## src/rtl/srw_pkg.sv

```systemverilog
package srw_pkg;
  localparam int BYTE_W = 8;
  localparam int NUM_AL = 2;

  localparam logic [BYTE_W-1:0] PAT_CLEAR = 8'h00;
  localparam logic [BYTE_W-1:0] PAT_STAGE1 = 8'h02;
  localparam logic [BYTE_W-1:0] PAT_STAGE2 = 8'h06;

  typedef enum logic [1:0] {
    WP_NONE   = 2'd0,
    WP_CLEAR  = 2'd1,
    WP_STAGE1 = 2'd2,
    WP_STAGE2 = 2'd3
  } wpat_e;

  typedef struct packed {
    logic stat_rd;
    logic stat_wr;
    logic ctrl_wr;
  } acc_kind_t;
endpackage

```

## src/rtl/srw_decode.sv

```systemverilog
module srw_decode
  import srw_pkg::*;
#(
  parameter int ADDR_W = 8,
  parameter logic [ADDR_W-1:0] STAT_ADDR = 8'h3F,
  parameter logic [ADDR_W-1:0] CTRL_LO = 8'h30,
  parameter logic [ADDR_W-1:0] CTRL_HI = 8'h37
) (
  input  logic              acc_en,
  input  logic              acc_wr,
  input  logic [ADDR_W-1:0] acc_addr,
  input  logic [BYTE_W-1:0] acc_wdata,
  output acc_kind_t         kind,
  output wpat_e             pat
);
  logic at_stat;
  logic in_ctrl;

  always_comb begin
    at_stat = (acc_addr == STAT_ADDR);
    in_ctrl = (acc_addr >= CTRL_LO) && (acc_addr <= CTRL_HI);
    kind.stat_rd = acc_en && !acc_wr && at_stat;
    kind.stat_wr = acc_en && acc_wr && at_stat;
    kind.ctrl_wr = acc_en && acc_wr && in_ctrl;
  end

  always_comb begin
    unique case (acc_wdata)
      PAT_CLEAR:  pat = WP_CLEAR;
      PAT_STAGE1: pat = WP_STAGE1;
      PAT_STAGE2: pat = WP_STAGE2;
      default:    pat = WP_NONE;
    endcase
  end
endmodule

```

## src/rtl/srw_latch.sv

```systemverilog
module srw_latch
  import srw_pkg::*;
(
  input  logic  clk,
  input  logic  rst_n,
  input  logic  stat_wr,
  input  wpat_e pat,
  output logic  wel_q,
  output logic  rwel_q,
  output logic  permit
);
  always_ff @(posedge clk or negedge rst_n) begin
    if (!rst_n) begin
      wel_q  <= 1'b0;
      rwel_q <= 1'b0;
    end else if (stat_wr) begin
      unique case (pat)
        WP_CLEAR: begin
          wel_q  <= 1'b0;
          rwel_q <= 1'b0;
        end
        WP_STAGE1: begin
          wel_q  <= 1'b1;
          rwel_q <= 1'b0;
        end
        WP_STAGE2: begin
          if (wel_q) rwel_q <= 1'b1;
        end
        default: ;
      endcase
    end
  end

  assign permit = wel_q && rwel_q;
endmodule

```

## src/rtl/srw_alarm.sv

```systemverilog
module srw_alarm
  import srw_pkg::*;
#(
  parameter int N = NUM_AL
) (
  input  logic         clk,
  input  logic         rst_n,
  input  logic [N-1:0] hit_i,
  input  logic         rd_i,
  output logic [N-1:0] flag_q
);
  for (genvar i = 0; i < N; i++) begin : g_flag
    logic clr;
    assign clr = rd_i && flag_q[i];
    always_ff @(posedge clk or negedge rst_n) begin
      if (!rst_n) flag_q[i] <= 1'b0;
      else        flag_q[i] <= (flag_q[i] && !clr) || hit_i[i];
    end
  end
endmodule

```

## src/rtl/srw_status.sv

```systemverilog
module srw_status
  import srw_pkg::*;
#(
  parameter int ADDR_W = 8,
  parameter logic [ADDR_W-1:0] STAT_ADDR = 8'h3F,
  parameter logic [ADDR_W-1:0] CTRL_LO = 8'h30,
  parameter logic [ADDR_W-1:0] CTRL_HI = 8'h37
) (
  input  logic              clk,
  input  logic              rst_n,
  input  logic              acc_en,
  input  logic              acc_wr,
  input  logic [ADDR_W-1:0] acc_addr,
  input  logic [7:0]        acc_wdata,
  output logic [7:0]        acc_rdata,
  output logic              acc_ack,
  input  logic              bat_i,
  input  logic              osc_fail_i,
  input  logic [1:0]        alarm_hit_i,
  output logic              ctrl_we_o
);
  acc_kind_t         kind;
  wpat_e             pat;
  logic              wel_q;
  logic              rwel_q;
  logic              permit;
  logic [NUM_AL-1:0] al_q;
  logic              rtcf_q;
  logic              stat_rd;
  logic [BYTE_W-1:0] stat_byte;

  srw_decode #(
    .ADDR_W(ADDR_W), .STAT_ADDR(STAT_ADDR), .CTRL_LO(CTRL_LO), .CTRL_HI(CTRL_HI)
  ) u_dec (
    .acc_en(acc_en), .acc_wr(acc_wr), .acc_addr(acc_addr),
    .acc_wdata(acc_wdata), .kind(kind), .pat(pat)
  );

  srw_latch u_lat (
    .clk(clk), .rst_n(rst_n), .stat_wr(kind.stat_wr), .pat(pat),
    .wel_q(wel_q), .rwel_q(rwel_q), .permit(permit)
  );

  assign stat_rd = kind.stat_rd;

  srw_alarm #(.N(NUM_AL)) u_alm (
    .clk(clk), .rst_n(rst_n), .hit_i(alarm_hit_i), .rd_i(stat_rd), .flag_q(al_q)
  );

  assign ctrl_we_o = kind.ctrl_wr && permit;

  always_ff @(posedge clk or negedge rst_n) begin
    if (!rst_n)         rtcf_q <= 1'b1;
    else if (ctrl_we_o) rtcf_q <= 1'b0;
  end

  assign stat_byte = {bat_i, al_q[1], al_q[0], osc_fail_i, 1'b0, rwel_q, wel_q, rtcf_q};

  always_ff @(posedge clk or negedge rst_n) begin
    if (!rst_n) begin
      acc_ack   <= 1'b0;
      acc_rdata <= '0;
    end else begin
      acc_ack <= acc_en;
      if (stat_rd)     acc_rdata <= stat_byte;
      else if (acc_en) acc_rdata <= '0;
    end
  end
endmodule

```

## config.mk

```make
export PLATFORM = sky130hd
export DESIGN_NAME = srw_status
export DESIGN_NICKNAME = d
export VERILOG_FILES = /design/src/rtl/srw_pkg.sv /design/src/rtl/srw_decode.sv /design/src/rtl/srw_latch.sv /design/src/rtl/srw_alarm.sv /design/src/rtl/srw_status.sv
export SDC_FILE = /design/constraint.sdc
export NUM_CORES = 1
export LEC_CHECK = 0
export BUFFER_PORTS_ARGS = -buffer_cell sky130_fd_sc_hd__buf_2
export CAP_MARGIN = 5
export CORE_UTILIZATION = 43
export CTS_BUF_LIST = sky130_fd_sc_hd__clkbuf_16
export CTS_CLUSTER_DIAMETER = 40
export DETAILED_ROUTE_END_ITERATION = 16
export GPL_TIMING_DRIVEN = 0
export PLACE_DENSITY = 0.83
export SYNTH_ARGS = -nofsm -noshare
export SYNTH_HDL_FRONTEND = slang
export SYNTH_SLANG_ARGS = --single-unit
export TNS_END_PERCENT = 5
```

## constraint.sdc

```tcl
create_clock -name clk -period 1.55 [get_ports clk]
set_clock_uncertainty 0.2 [all_clocks]
set_input_delay 0.0775 -clock clk [delete_from_list [all_inputs] [get_ports clk]]
set_output_delay 0.0775 -clock clk [all_outputs]
set_load 0.005 [all_outputs]
```

# Yosys cells after proc, flatten, opt, wreduce, memory -nomap -nowiden
# Index checks and enable logic that the tools add are counted.
# Widths: inputs -> output; s select.
dict set report word_totals {
  reg_bits 14
  input_bits 24
  output_inout_bits 10
  elab_cells 46
}
dict set report classes {
  n_lt_le_gt_ge 2
  eq_ne 7
  n_mux 6
  reduce_logical 24
}
# cell count
set ops {}
lappend ops {{$mux 8} 2}
lappend ops {{$logic_and 1x1->1} 12}
lappend ops {{$eq 8x2->1 const B} 1}
lappend ops {{$eq 8x3->1 const B} 1}
lappend ops {{$eq 8x6->1 const B} 1}
lappend ops {{$ge 8x6->1 const B} 1}
lappend ops {{$le 8x6->1 const B} 1}
lappend ops {{$logic_not 8->1} 1}
lappend ops {{$pmux 2 s3} 1}
lappend ops {{$reduce_bool 2->1} 3}
lappend ops {{$eq 2x2->1 const B} 2}
lappend ops {{$pmux 1 s2} 2}
lappend ops {{$logic_not 1->1} 3}
lappend ops {{$reduce_and 3->1} 1}
lappend ops {{$eq 2x1->1 const B} 1}
lappend ops {{$logic_or 1x1->1} 2}
lappend ops {{$ne 2x1->1 const B} 1}
lappend ops {{$reduce_and 2->1} 1}
lappend ops {{$reduce_or 2->1} 1}
lappend ops {{$mux 1} 1}

# Depth between registers and ports, before layout
dict set report logic_depth {
  word_depth 7
  mapped_depth 7
  depth_no_buf 7
}

# By module
# From an unflattened synthesis, not the netlist that was laid out.
dict set report hier_totals {
  cells_unflattened 48
  hier_area_um2 630.6
}
# mod instances cells_per_inst area_each_um2 seq_area_each_um2
set by_module_without_submodules {}
lappend by_module_without_submodules {srw_status 1 22 342.8 226.5}
lappend by_module_without_submodules {srw_latch 1 10 130.1 50.0}
lappend by_module_without_submodules {srw_decode 1 11 88.8 0.0}
lappend by_module_without_submodules {srw_alarm 1 5 68.8 50.0}

# Least setup slack after synthesis
# No wires, ideal clock.
dict set report synth_timing {
  path_type {input to register}
  start {input port acc_wdata[5]}
  end {register u_lat.rwel_q}
  setup_time_ps 134
  arrival_ps 1540
  required_time_ps 1216
  slack_ps -324
  cell_stages 6
  path_buffers 0
  cell_sequence {nor4_1 > nand3_1 > ha_1 > or2_2 > a2111oi_0 > o21ai_0}
}
dict set report synth_between {
  elab_chain_len 6
  elab_cells_between_ends 12
  cone_classes {6 x eq/ne; 2 x mux; 4 x reduce/logical}
}
# element line_no
set synth_lines {}
lappend synth_lines {{start: declaration} srw_status.sv:14} ;# input logic [7:0] acc_wdata,
lappend synth_lines {{$eq 8x3->1, or another cell as far along} srw_decode.sv:28} ;# unique case (acc_wdata)
lappend synth_lines {{$pmux 2 s3 *} srw_decode.sv:28}
lappend synth_lines {{$eq 2x1->1 or $eq 2x2->1 (tied branches)} srw_latch.sv:17} ;# unique case (pat)
lappend synth_lines {{$reduce_or 2->1 (no source line)} -}
lappend synth_lines {{$reduce_bool 2->1 (no source line)} -}
lappend synth_lines {{$reduce_and 3->1 (no source line)} -}
lappend synth_lines {{end signal: assignment} srw_latch.sv:15} ;# rwel_q <= 1'b0;
lappend synth_lines {{end signal: assignment} srw_latch.sv:20} ;# rwel_q <= 1'b0;
lappend synth_lines {{end signal: assignment} srw_latch.sv:24} ;# rwel_q <= 1'b0;
lappend synth_lines {{end: declaration} srw_latch.sv:9} ;# output logic rwel_q,
# Mark *: on every way between the ends. The rest lies on a longest branch, timed or not.
# A chain may end at the register's enable or synchronous reset.

# Worst setup path in the final report
dict set report layout_timing {
  start {input port acc_wdata[4]}
  end {register u_lat.wel_q}
}
dict set report layout_between {
  elab_chain_len 5
  elab_cells_between_ends 9
  cone_classes {4 x eq/ne; 2 x mux; 3 x reduce/logical}
}
# element line_no
set layout_lines {}
lappend layout_lines {{$eq 8x3->1, or another cell as far along} srw_decode.sv:28}
lappend layout_lines {{$pmux 2 s3 *} srw_decode.sv:28}
lappend layout_lines {{$eq 2x1->1 or $eq 2x2->1 (tied branches)} srw_latch.sv:17}
lappend layout_lines {{$reduce_bool 2->1 (no source line)} -}
lappend layout_lines {{$reduce_and 2->1 (no source line)} -}
lappend layout_lines {{end signal: assignment} srw_latch.sv:14} ;# wel_q <= 1'b0;
lappend layout_lines {{end signal: assignment} srw_latch.sv:19} ;# wel_q <= 1'b0;
lappend layout_lines {{end signal: assignment} srw_latch.sv:23} ;# wel_q <= 1'b1;
lappend layout_lines {{end: declaration} srw_latch.sv:8} ;# output logic wel_q,
# Marks and branches as above.

==> flow_metrics.py <==
metrics = {
    "route": {
        "drc": 0,
        "drtPass1Iterations": 2,
        "wirelength_mm": 1.533,
        "routedWlPerCell_microns": 12.46,
        "antenna_left": 0,
        "drt_iter0_drc": 1,
        "vias": 609,
        "viasPerCell": 4.951,
    },
    "worst_setup_path": {
        "cp-start-kind": "input port",
        "path_class": "input port to flop",
        "crit_path_max_fanout": 2,
        "critical_path_required_ns": 1.47,
        "rrSetupSlack_ns": 0.24,
        "max_stage_delay_ns": 0.36,
        "cp_top_family": "simple AND/OR/NAND/NOR gates",
        "critPathCaptureType": "flop",
        "path_cells": "buf_6 > nor4_4 > and3_4 > ha_4 > nor4_2 > mux2_2",
        "cp.arrival_ns": 1.56,
        "crit_buf_inv": 1,
        "worst_path_max_delay_cell": "mux2_2",
    },
    "pwr": {
        "power_density_nw_per_um2": 843.5,
        "power_leakage_nw": 0.4992,
        "vdd_ir_drop_max_mv": 0.5795,
    },
    "synthesis": {
        "synth_cells": 66,
        "ys_seq_area_share_pct": 49.62,
        "synth_area_sq_um": 658.1,
        "yosysUniqueCellTypes": 27,
        "syn_area_per_cell_sq_um": 9.972,
        "yosys_warnings": 0,
        "synth-seq-cells": 13,
        "syn_nets": 92,
    },
    "timing": {
        "setup_violations": 2,
        "fin_setup_tns_ns": -0.1749,
        "min_period_over_period_pct": 105.7,
        "rsz0062_at_grt": "yes",
        "min_period_ns": 1.638,
        "hold_viol": 0,
        "fin_ws_ns": -0.08795,
        "clock.fmax_mhz": 610.5,
        "maxSlewViolCount": 0,
    },
    "cells_and_area": {
        "final_common_cell": "buf_2",
        "n_fill_cell": 97,
        "antenna_cells": 0,
        "nets": 135,
        "layout_common_cells": "buf_2 (31), dfrtp_1 (12), inv_1 (10)",
        "layout-drive-gt1-share_pct": 46.30,
        "area_growth_pct": 61.60,
        "final_util_pct": 77.84,
    },
    "cts": {
        "clkTransAtPathRegs_ns": 0.04,
        "cts_root_buffer": "clkbuf_16",
        "cts_inserted_buffers": 3,
        "cts.sinks": 13,
        "cts_tree": "yes",
        "cts_setup_buffers": 0,
        "insertion_delay_ns": 0.23,
        "clockBufferDepth": 2,
        "htreeDepth": 1,
    },
    "global_route": {
        "grt_util_all_layers_pct": 22.45,
        "grt_pass1_vias": 602,
        "antenna_found_initial": 0,
        "grt_max_degree": 14,
        "grt_pass1_wl_mm": 2.373,
        "grt_overflow": 0,
    },
    "flow_run": {
        "max_cap_violations": 0,
    },
    "worst_hold_path": {
        "hold_class": "input port to async pin",
    },
    "die": {
        "core_region_area_sq_um": 1366,
        "initial_core_util_pct": 48.17,
        "die_height_microns": 41.12,
        "io_pins": 34,
        "fp.dieW_microns": 41.12,
        "dieArea_sq_um": 1691,
        "num_rows": 13,
    },
    "placed_design": {
        "place_ws_ns": -0.3956,
        "gp_congestion": 0.6839,
        "post-dp-hpwl_mm": 1.134,
        "numPortBuffers": 32,
    },
    "status": {
        "violations": "negative setup slack",
        "outcome": "complete, but fails checks",
    },
}
[cells in the mapped netlist, drive strengths merged]
cell type / n / area (sq um)
a2111oi: 1 / 8.760
and3: 1 / 6.260
buf: 3 / 23.77
clkbuf: 1 / 3.750
conb: 1 / 3.750
dfrtp: 12 / 300.3
dfstp: 1 / 26.28
ha: 2 / 25.02
inv: 9 / 33.78
mux2: 1 / 11.26
nand2: 9 / 33.78
nand2b: 3 / 18.77
nand3: 1 / 5.000
nand4: 1 / 6.260
nand4bb: 1 / 27.53
nor2: 1 / 3.750
nor2b: 1 / 6.260
nor4: 3 / 18.77
o21ai: 1 / 5.000
o22a: 2 / 17.52
o22ai: 7 / 43.79
or2: 1 / 6.260
or3: 1 / 6.260
or4: 1 / 7.510
xnor2: 1 / 8.760
[kinds of logic after synthesis]
kind of cell	share of synthesized area (%)
AO/OA/AOI/OAI	11.41
XOR/XNOR	1.331
adder cells (fa/ha/maj)	3.802
buffers and inverters	9.314
flip-flops	49.62
multiplexers	1.711
other	0.5698
AND/OR/NAND/NOR	22.25
[worst paths after layout]
path                       depth (start not counted)               startpoint                   endpoint
hold reg to reg                                    1       rtcf_q$_DFFE_PN1P_         rtcf_q$_DFFE_PN1P_
min in group clk                                   4              acc_addr[3]         rtcf_q$_DFFE_PN1P_
hold / removal                                     2                    rst_n  u_alm.flag_q[0]$_DFF_PN0_
setup / recovery                                   6             acc_wdata[4]    u_lat.wel_q$_DFFE_PN0P_
setup reg to reg                                   3  u_lat.wel_q$_DFFE_PN0P_   u_lat.rwel_q$_DFFE_PN0P_
max in group asynchronous                          2                    rst_n         rtcf_q$_DFFE_PN1P_
[worst reg2reg max path, stage by stage (launching register included)]
cell	delay [ns]
dfrtp_1	0.40
nand2_1	0.12
or4_1	0.44
o21ai_2	0.08
[metrics by stage]
step	power [mW]	instances	cell area [sq um]	hold WS [ns]
final	0.8970	123	1064	0.06116
after detailed placement	0.4218	113	873.3	-0.2225
after CTS	0.9081	123	1054	0.06363
after global routing	0.9377	123	1064	0.09724
after global placement	0.4195	113	873.3	-0.2276
after floorplan	0.3761	66	694.4	-0.4181
[state kept, by name, summed over array words and instances (netlist names)]
register	count
acc_rdata	7
u_alm.flag_q	2
acc_ack	1
rtcf_q	1
u_lat.rwel_q	1
u_lat.wel_q	1
[power by group]
part	switching [mW]	total [mW]	internal (mW)	leakage, nW
Sequential	0.000484	0.343	0.342	0.160
Combinational	0.0415	0.0917	0.0502	0.297
Clock	0.124	0.462	0.338	0.0423
[routing by layer]
layer,global-route usage (%),vias up,wire (microns)
li1,-,313,-
met1,21.78,272,656
met2,44.14,24,807
met3,4.891,0,69
met4,9.677,0,0
met5,0,-,0
[what timing repair did]
action / 4_1_cts / 5_1_grt
gates resized for setup: 6 / 2
endpoints found under the hold margin: 18 / 0
hold buffers: 6 / 0
endpoints found under the setup margin: 3 / 3
pin swaps: 6 / 4
[area by class of cell]
class                      instances  area (sq um)  area share [%]
tap                               15         18.77           1.765
multi-input combinational         40         345.3           32.47
sequential                        13         326.6           30.71
clock inverter                     1         3.754          0.3529
inverter                           9         33.78           3.176
clock buffer                       3         75.07           7.059
timing repair buffer              38         232.7           21.88
buffer                             4         27.53           2.588
(Power assumes the default switching activity.)
